<file path="src/rtl/exc_pkg.sv">
package exc_pkg;
  localparam logic [4:0] REG_STATUS = 5'd12;
  localparam logic [4:0] REG_CAUSE  = 5'd13;
  localparam logic [4:0] REG_EPC    = 5'd14;

  typedef enum logic [3:0] {
    CODE_INT = 4'd0,
    CODE_OVF = 4'd12
  } exc_code_e;

  typedef enum logic [1:0] {
    EV_NONE,
    EV_TRAP,
    EV_INT,
    EV_RET
  } exc_ev_e;
endpackage

</file>
<file path="src/rtl/exc_irq_sync.sv">
module exc_irq_sync #(
  parameter int NIRQ   = 8,
  parameter int STAGES = 2
) (
  input  logic            clk,
  input  logic            rst_n,
  input  logic [NIRQ-1:0] irq_in,
  output logic [NIRQ-1:0] irq_out
);
  logic [NIRQ-1:0] stg [STAGES];

  for (genvar s = 0; s < STAGES; s++) begin : g_stage
    always_ff @(posedge clk) begin
      if (!rst_n) stg[s] <= '0;
      else if (s == 0) stg[s] <= irq_in;
      else stg[s] <= stg[(s == 0) ? 0 : s-1];
    end
  end

  assign irq_out = stg[STAGES-1];
endmodule

</file>
<file path="src/rtl/exc_arbiter.sv">
module exc_arbiter
  import exc_pkg::*;
(
  input  logic    instr_valid,
  input  logic    trap_ovf,
  input  logic    eret,
  input  logic    ie,
  input  logic    irq_pend,
  output exc_ev_e ev
);
  always_comb begin
    if (instr_valid && trap_ovf)           ev = EV_TRAP;
    else if (eret)                         ev = EV_RET;
    else if (instr_valid && ie && irq_pend) ev = EV_INT;
    else                                   ev = EV_NONE;
  end
endmodule

</file>
<file path="src/rtl/exc_regs.sv">
module exc_regs
  import exc_pkg::*;
#(
  parameter int XLEN = 32,
  parameter int NIRQ = 8
) (
  input  logic            clk,
  input  logic            rst_n,
  input  exc_ev_e         ev,
  input  logic [XLEN-1:0] instr_pc,
  input  logic [XLEN-1:0] next_pc,
  input  logic            wr_en,
  input  logic [4:0]      wr_addr,
  input  logic [XLEN-1:0] wr_data,
  input  logic [4:0]      rd_addr,
  input  logic [NIRQ-1:0] irq_lines,
  output logic [XLEN-1:0] rd_data,
  output logic            ie,
  output logic [XLEN-1:0] epc
);
  logic      pie;
  exc_code_e code;

  always_ff @(posedge clk) begin
    if (!rst_n) begin
      ie   <= 1'b0;
      pie  <= 1'b0;
      epc  <= '0;
      code <= CODE_INT;
    end else begin
      unique case (ev)
        EV_TRAP: begin
          epc  <= instr_pc;
          code <= CODE_OVF;
          pie  <= ie;
          ie   <= 1'b0;
        end
        EV_INT: begin
          epc  <= next_pc;
          code <= CODE_INT;
          pie  <= ie;
          ie   <= 1'b0;
        end
        EV_RET: ie <= pie;
        default: begin
          if (wr_en && wr_addr == REG_STATUS) begin
            ie  <= wr_data[0];
            pie <= wr_data[1];
          end else if (wr_en && wr_addr == REG_EPC) begin
            epc <= wr_data;
          end
        end
      endcase
    end
  end

  always_comb begin
    rd_data = '0;
    unique case (rd_addr)
      REG_STATUS: rd_data[1:0] = {pie, ie};
      REG_CAUSE: begin
        rd_data[5:2]       = code;
        rd_data[8 +: NIRQ] = irq_lines;
      end
      REG_EPC: rd_data = epc;
      default: rd_data = '0;
    endcase
  end

  // entry saves enable and clears it
  p_enable_save_r6: assert property (@(posedge clk) disable iff (!rst_n)
    (ev == EV_TRAP || ev == EV_INT) |=> (!ie && pie == $past(ie)));
  // trap records faulting address and overflow code
  p_trap_record_r5: assert property (@(posedge clk) disable iff (!rst_n)
    ev == EV_TRAP |=> (code == CODE_OVF && epc == $past(instr_pc)));
  // interrupt records next address and code zero
  p_int_record_r4: assert property (@(posedge clk) disable iff (!rst_n)
    ev == EV_INT |=> (code == CODE_INT && epc == $past(next_pc)));
  // cause code is not writable
  p_cause_ro_r8: assert property (@(posedge clk) disable iff (!rst_n)
    (ev == EV_NONE && wr_en && wr_addr == REG_CAUSE) |=> $stable(code));
  // return restores enable from saved copy
  p_ret_enable_r7: assert property (@(posedge clk) disable iff (!rst_n)
    ev == EV_RET |=> ie == $past(pie));
endmodule

</file>
<file path="src/rtl/exc_ctrl_top.sv">
module exc_ctrl_top
  import exc_pkg::*;
#(
  parameter int              XLEN   = 32,
  parameter int              NIRQ   = 8,
  parameter int              SYNC   = 2,
  parameter logic [XLEN-1:0] VECTOR = 32'h8000_0080
) (
  input  logic            clk,
  input  logic            rst_n,
  input  logic [NIRQ-1:0] irq_async,
  input  logic            instr_valid,
  input  logic [XLEN-1:0] instr_pc,
  input  logic [XLEN-1:0] next_pc,
  input  logic            trap_ovf,
  input  logic            eret,
  input  logic            reg_wr_en,
  input  logic [4:0]      reg_wr_addr,
  input  logic [XLEN-1:0] reg_wr_data,
  input  logic [4:0]      reg_rd_addr,
  output logic [XLEN-1:0] reg_rd_data,
  output logic            redirect_valid,
  output logic [XLEN-1:0] redirect_pc
);
  logic [NIRQ-1:0] irq_sync;
  logic            ie;
  logic [XLEN-1:0] epc;
  exc_ev_e         ev;

  exc_irq_sync #(.NIRQ(NIRQ), .STAGES(SYNC)) sync_i (
    .clk(clk), .rst_n(rst_n), .irq_in(irq_async), .irq_out(irq_sync)
  );

  exc_arbiter arb_i (
    .instr_valid(instr_valid), .trap_ovf(trap_ovf), .eret(eret),
    .ie(ie), .irq_pend(|irq_sync), .ev(ev)
  );

  exc_regs #(.XLEN(XLEN), .NIRQ(NIRQ)) regs_i (
    .clk(clk), .rst_n(rst_n), .ev(ev),
    .instr_pc(instr_pc), .next_pc(next_pc),
    .wr_en(reg_wr_en), .wr_addr(reg_wr_addr), .wr_data(reg_wr_data),
    .rd_addr(reg_rd_addr), .irq_lines(irq_sync),
    .rd_data(reg_rd_data), .ie(ie), .epc(epc)
  );

  always_ff @(posedge clk) begin
    if (!rst_n) begin
      redirect_valid <= 1'b0;
      redirect_pc    <= '0;
    end else begin
      redirect_valid <= (ev != EV_NONE);
      redirect_pc    <= (ev == EV_RET) ? epc : VECTOR;
    end
  end

  // entry vectors to the fixed handler address next cycle
  p_vector_r6: assert property (@(posedge clk) disable iff (!rst_n)
    (ev == EV_TRAP || ev == EV_INT) |=> (redirect_valid && redirect_pc == VECTOR));
  // return goes to the saved address
  p_ret_target_r7: assert property (@(posedge clk) disable iff (!rst_n)
    ev == EV_RET |=> (redirect_valid && redirect_pc == $past(epc)));
  // no interrupt redirect without an instruction boundary
  p_boundary_r3: assert property (@(posedge clk) disable iff (!rst_n)
    (!instr_valid && !eret) |=> !redirect_valid);
endmodule

</file>
<file path="config.mk">
export PLATFORM = sky130hd
export DESIGN_NAME = exc_ctrl_top
export DESIGN_NICKNAME = d
export VERILOG_FILES = /design/src/rtl/exc_pkg.sv /design/src/rtl/exc_irq_sync.sv /design/src/rtl/exc_arbiter.sv /design/src/rtl/exc_regs.sv /design/src/rtl/exc_ctrl_top.sv
export SDC_FILE = /design/constraint.sdc
export NUM_CORES = 1
export LEC_CHECK = 0
export ABC_AREA = 1
export BUFFER_PORTS_ARGS = -buffer_cell sky130_fd_sc_hd__buf_2
export CAP_MARGIN = 10
export CORE_AREA = 2 2 102 104
export DETAILED_ROUTE_END_ITERATION = 12
export DIE_AREA = 0 0 104 106
export PLACE_DENSITY = 0.78
export SLEW_MARGIN = 0
export SYNTH_ARGS = -nofsm -noshare
export SYNTH_HDL_FRONTEND = slang
export SYNTH_HIERARCHICAL = 1
export SYNTH_SLANG_ARGS = --single-unit
</file>
<file path="constraint.sdc">
create_clock -name clk -period 2.96 [get_ports clk]
set_clock_uncertainty 0.05 [all_clocks]
set_input_delay 0.296 -clock clk [delete_from_list [all_inputs] [get_ports clk]]
set_output_delay 0.296 -clock clk [all_outputs]
set_load 0.01 [all_outputs]
</file>
==> flow_summary.json <==
{
  "setup_tns_ns": 0,
  "clkTransAtPathRegs_ns": 0.10,
  "cts_max_path_buffers": 2,
  "worstSetupPathType": "reg -> reg",
  "worst_slew_pin_slew_ns": 0.610,
  "postCtsHoldBufs": 0,
  "status": "finished clean",
  "grt_max_degree": 35,
  "clkPwrFrac_pct": 31.3,
  "max-vdd-ir-drop_mv": 0.286,
  "top_level_ports": 185,
  "ant_nets": 0,
  "yosys_warnings": 6,
  "port_buffers": 184,
  "final_cell_mix": "buf_2 (184), nand2_1 (169), inv_1 (143)",
  "syn_nets": 790,
  "finalCritPeriodShare_pct": 88.5,
  "clk_latency_ns": 0.37,
  "period_minus_slack_ns": 2.62,
  "fmax_mhz": 382,
  "placementRows": 37,
  "start_util_pct": 43.3,
  "pwr-share-seq_pct": 45.7,
  "arrival_ns": 2.88,
  "hold_path_class": "in -> reg",
  "avgRoutedWirePerCell_um": 12.5,
  "drive_gt1_share_pct": 30.6,
  "grt_pass1_vias": 4233,
  "syn_inst": 666,
  "p_comb_share_pct": 23.0,
  "cp_slowest_cell": "inv_2",
  "antenna_found_initial": 0,
  "hold_viol_final": 0,
  "diodes": 0,
  "wirelength_um": 12300,
  "tritoncts": "yes",
  "cts-root-buf": "clkbuf_8",
  "place_inst": 961,
  "fill_cells": 1016,
  "power.switching_uw": 861,
  "die_w_um": 104,
  "ys_seq_area_share_pct": 38.9,
  "vias_per_cell": 4.57,
  "coreArea_um2": 10000,
  "finalPower_uw": 2730,
  "drtIter0Drc": 207,
  "internal-power_uw": 1870,
  "syn_area_per_cell_um2": 6.49,
  "grtUsageTotal_pct": 22.5,
  "timing.final.ws_setup_ns": 0.341,
  "crit_fanout": 33,
  "vias": 4463,
  "netlist_area_um2": 4330,
  "first_pass_iters": 4,
  "critPathLaunchType": "register",
  "cts_num_sinks": 84,
  "crit_top_cell": "nand2_1",
  "grt_pass1_wl_um": 19800,
  "dp_hpwl_um": 8800,
  "endpoint_kind": "register",
  "overflow": 0,
  "globalplace.congestion": 0.833,
  "pre_cts_ws_ns": 0.347,
  "synth_seq_cells": 84,
  "report.final.slew_viol_count": 0,
  "synth.distinct_cells": 23,
  "rsz0062_at_grt": "false",
  "syn_to_final_growth_pct": 26.6,
  "cpPeakStageDelay_ns": 0.47,
  "post-cts-setup-buffers": 0,
  "die_area_um2": 11000,
  "setup_viol": 0,
  "cap_violations": 0,
  "drc_errors": 0,
  "nets": 960,
  "final_core_util_pct": 54.7,
  "fin_cells": 977,
  "cts_resized": 0,
  "power.density_nw_per_um2": 499,
  "p_leak_uw": 0.00320,
  "mostFrequentLayoutCell": "buf_2",
  "fp.dieH_um": 106,
  "cts_max_level": 3,
  "critical_path_required_ns": 3.22,
  "relSlewSlack_pct": 59.3,
  "cts_buffers": 9,
  "switching_share_pct": 31.5,
  "crit_chain": "inv_1 > nand2_1 > nor2_1 > nand2_1 > nand3_1 > a21oi_1 > inv_1 > ha_1 > nand2_1 > inv_2 > nand2_1 > nand2_1 > nor2_1 > nand4_1 > nand2_1 > nor2_1"
}
cell usage after synthesis (all sizes together):
library cell | count | area [um2]
nand3 | 28 | 163
o22ai | 12 | 75.1
ha | 4 | 50.1
nand2 | 174 | 666
nand4 | 34 | 219
nand3b | 1 | 7.51
a21oi | 27 | 135
inv | 149 | 559
dfxtp | 84 | 1680
nor2 | 112 | 513
clkbuf | 10 | 37.5
buf | 26 | 194
o21ai | 5 | 25.0
through the flow:
step / cell area, um2 / hold WS [ns]
after floorplan: 4330 / 0.336
after global placement: 5270 / 0.341
after detailed placement: 5270 / 0.352
after CTS: 5470 / 0.0405
after global routing: 5470 / 0.0619
final: 5470 / 0.0527
kinds of logic after synthesis:
family,Yosys count,synth area share (%)
AOI/OAI and AO/OA,44,5.44
adders and majority gates,4,1.16
buffers and inverters,185,18.3
DFF,84,38.9
and+or+nand+nor,349,36.2
layer usage:
metal	track usage [%]	wire, um	up-vias
met5	0	0	-
met4	5.60	148	0
met3	5.03	862	11
met2	41.2	6120	186
met1	26.7	5120	1947
li1	-	-	2319
worst max-delay path: cells and delay by family (launching register included):
| family | cells | cell delay [ns] |
|---|---|---|
| AOI/OAI and AO/OA | 1 | 0.23 |
| adders and majority gates | 1 | 0.46 |
| buffers and inverters | 3 | 0.61 |
| DFF | 1 | 0.35 |
| and+or+nand+nor | 11 | 0.84 |
layout make-up:
| type | count | area, um2 | share of cell area [%] |
|---|---|---|---|
| clock buffers | 10 | 138 | 2.51 |
| clock inverters | 6 | 68.8 | 1.26 |
| inverters | 149 | 559 | 10.2 |
| multi-input cells | 397 | 1850 | 33.9 |
| flip-flops and latches | 84 | 1680 | 30.7 |
| well taps | 136 | 170 | 3.11 |
| repair buffers | 195 | 1000 | 18.3 |
sequential cells by signal, indices dropped and copies added, names as in the netlist:
name,cells
redirect_pc,32
redirect_valid,1
regs_i/code,1
regs_i/epc,32
regs_i/ie,1
regs_i/pie,1
sync_i/stg,16
power groups by stage:
stage	combinational [uW]	sequential [uW]	clock, uW
finish	628	1250	853
global route	719	1260	938
CTS	628	1250	877
detailed placement	624	1280	0
global placement	620	1270	0
floorplan	439	1270	0
worst paths after layout:
kind / depth (start not counted) / from / endpoint / slack (ns)
min reg2reg: 2 / sync_i/stg[0][6] / sync_i/stg[1][6] / 0.36
min: 3 / irq_async[1] / sync_i/stg[0][1] / 0.05
max: 16 / sync_i/stg[1][0] / regs_i/epc[10] / 0.34
max reg2reg: 16 / sync_i/stg[1][0] / regs_i/epc[10] / 0.34
Power figures use the tool's default switching activity.
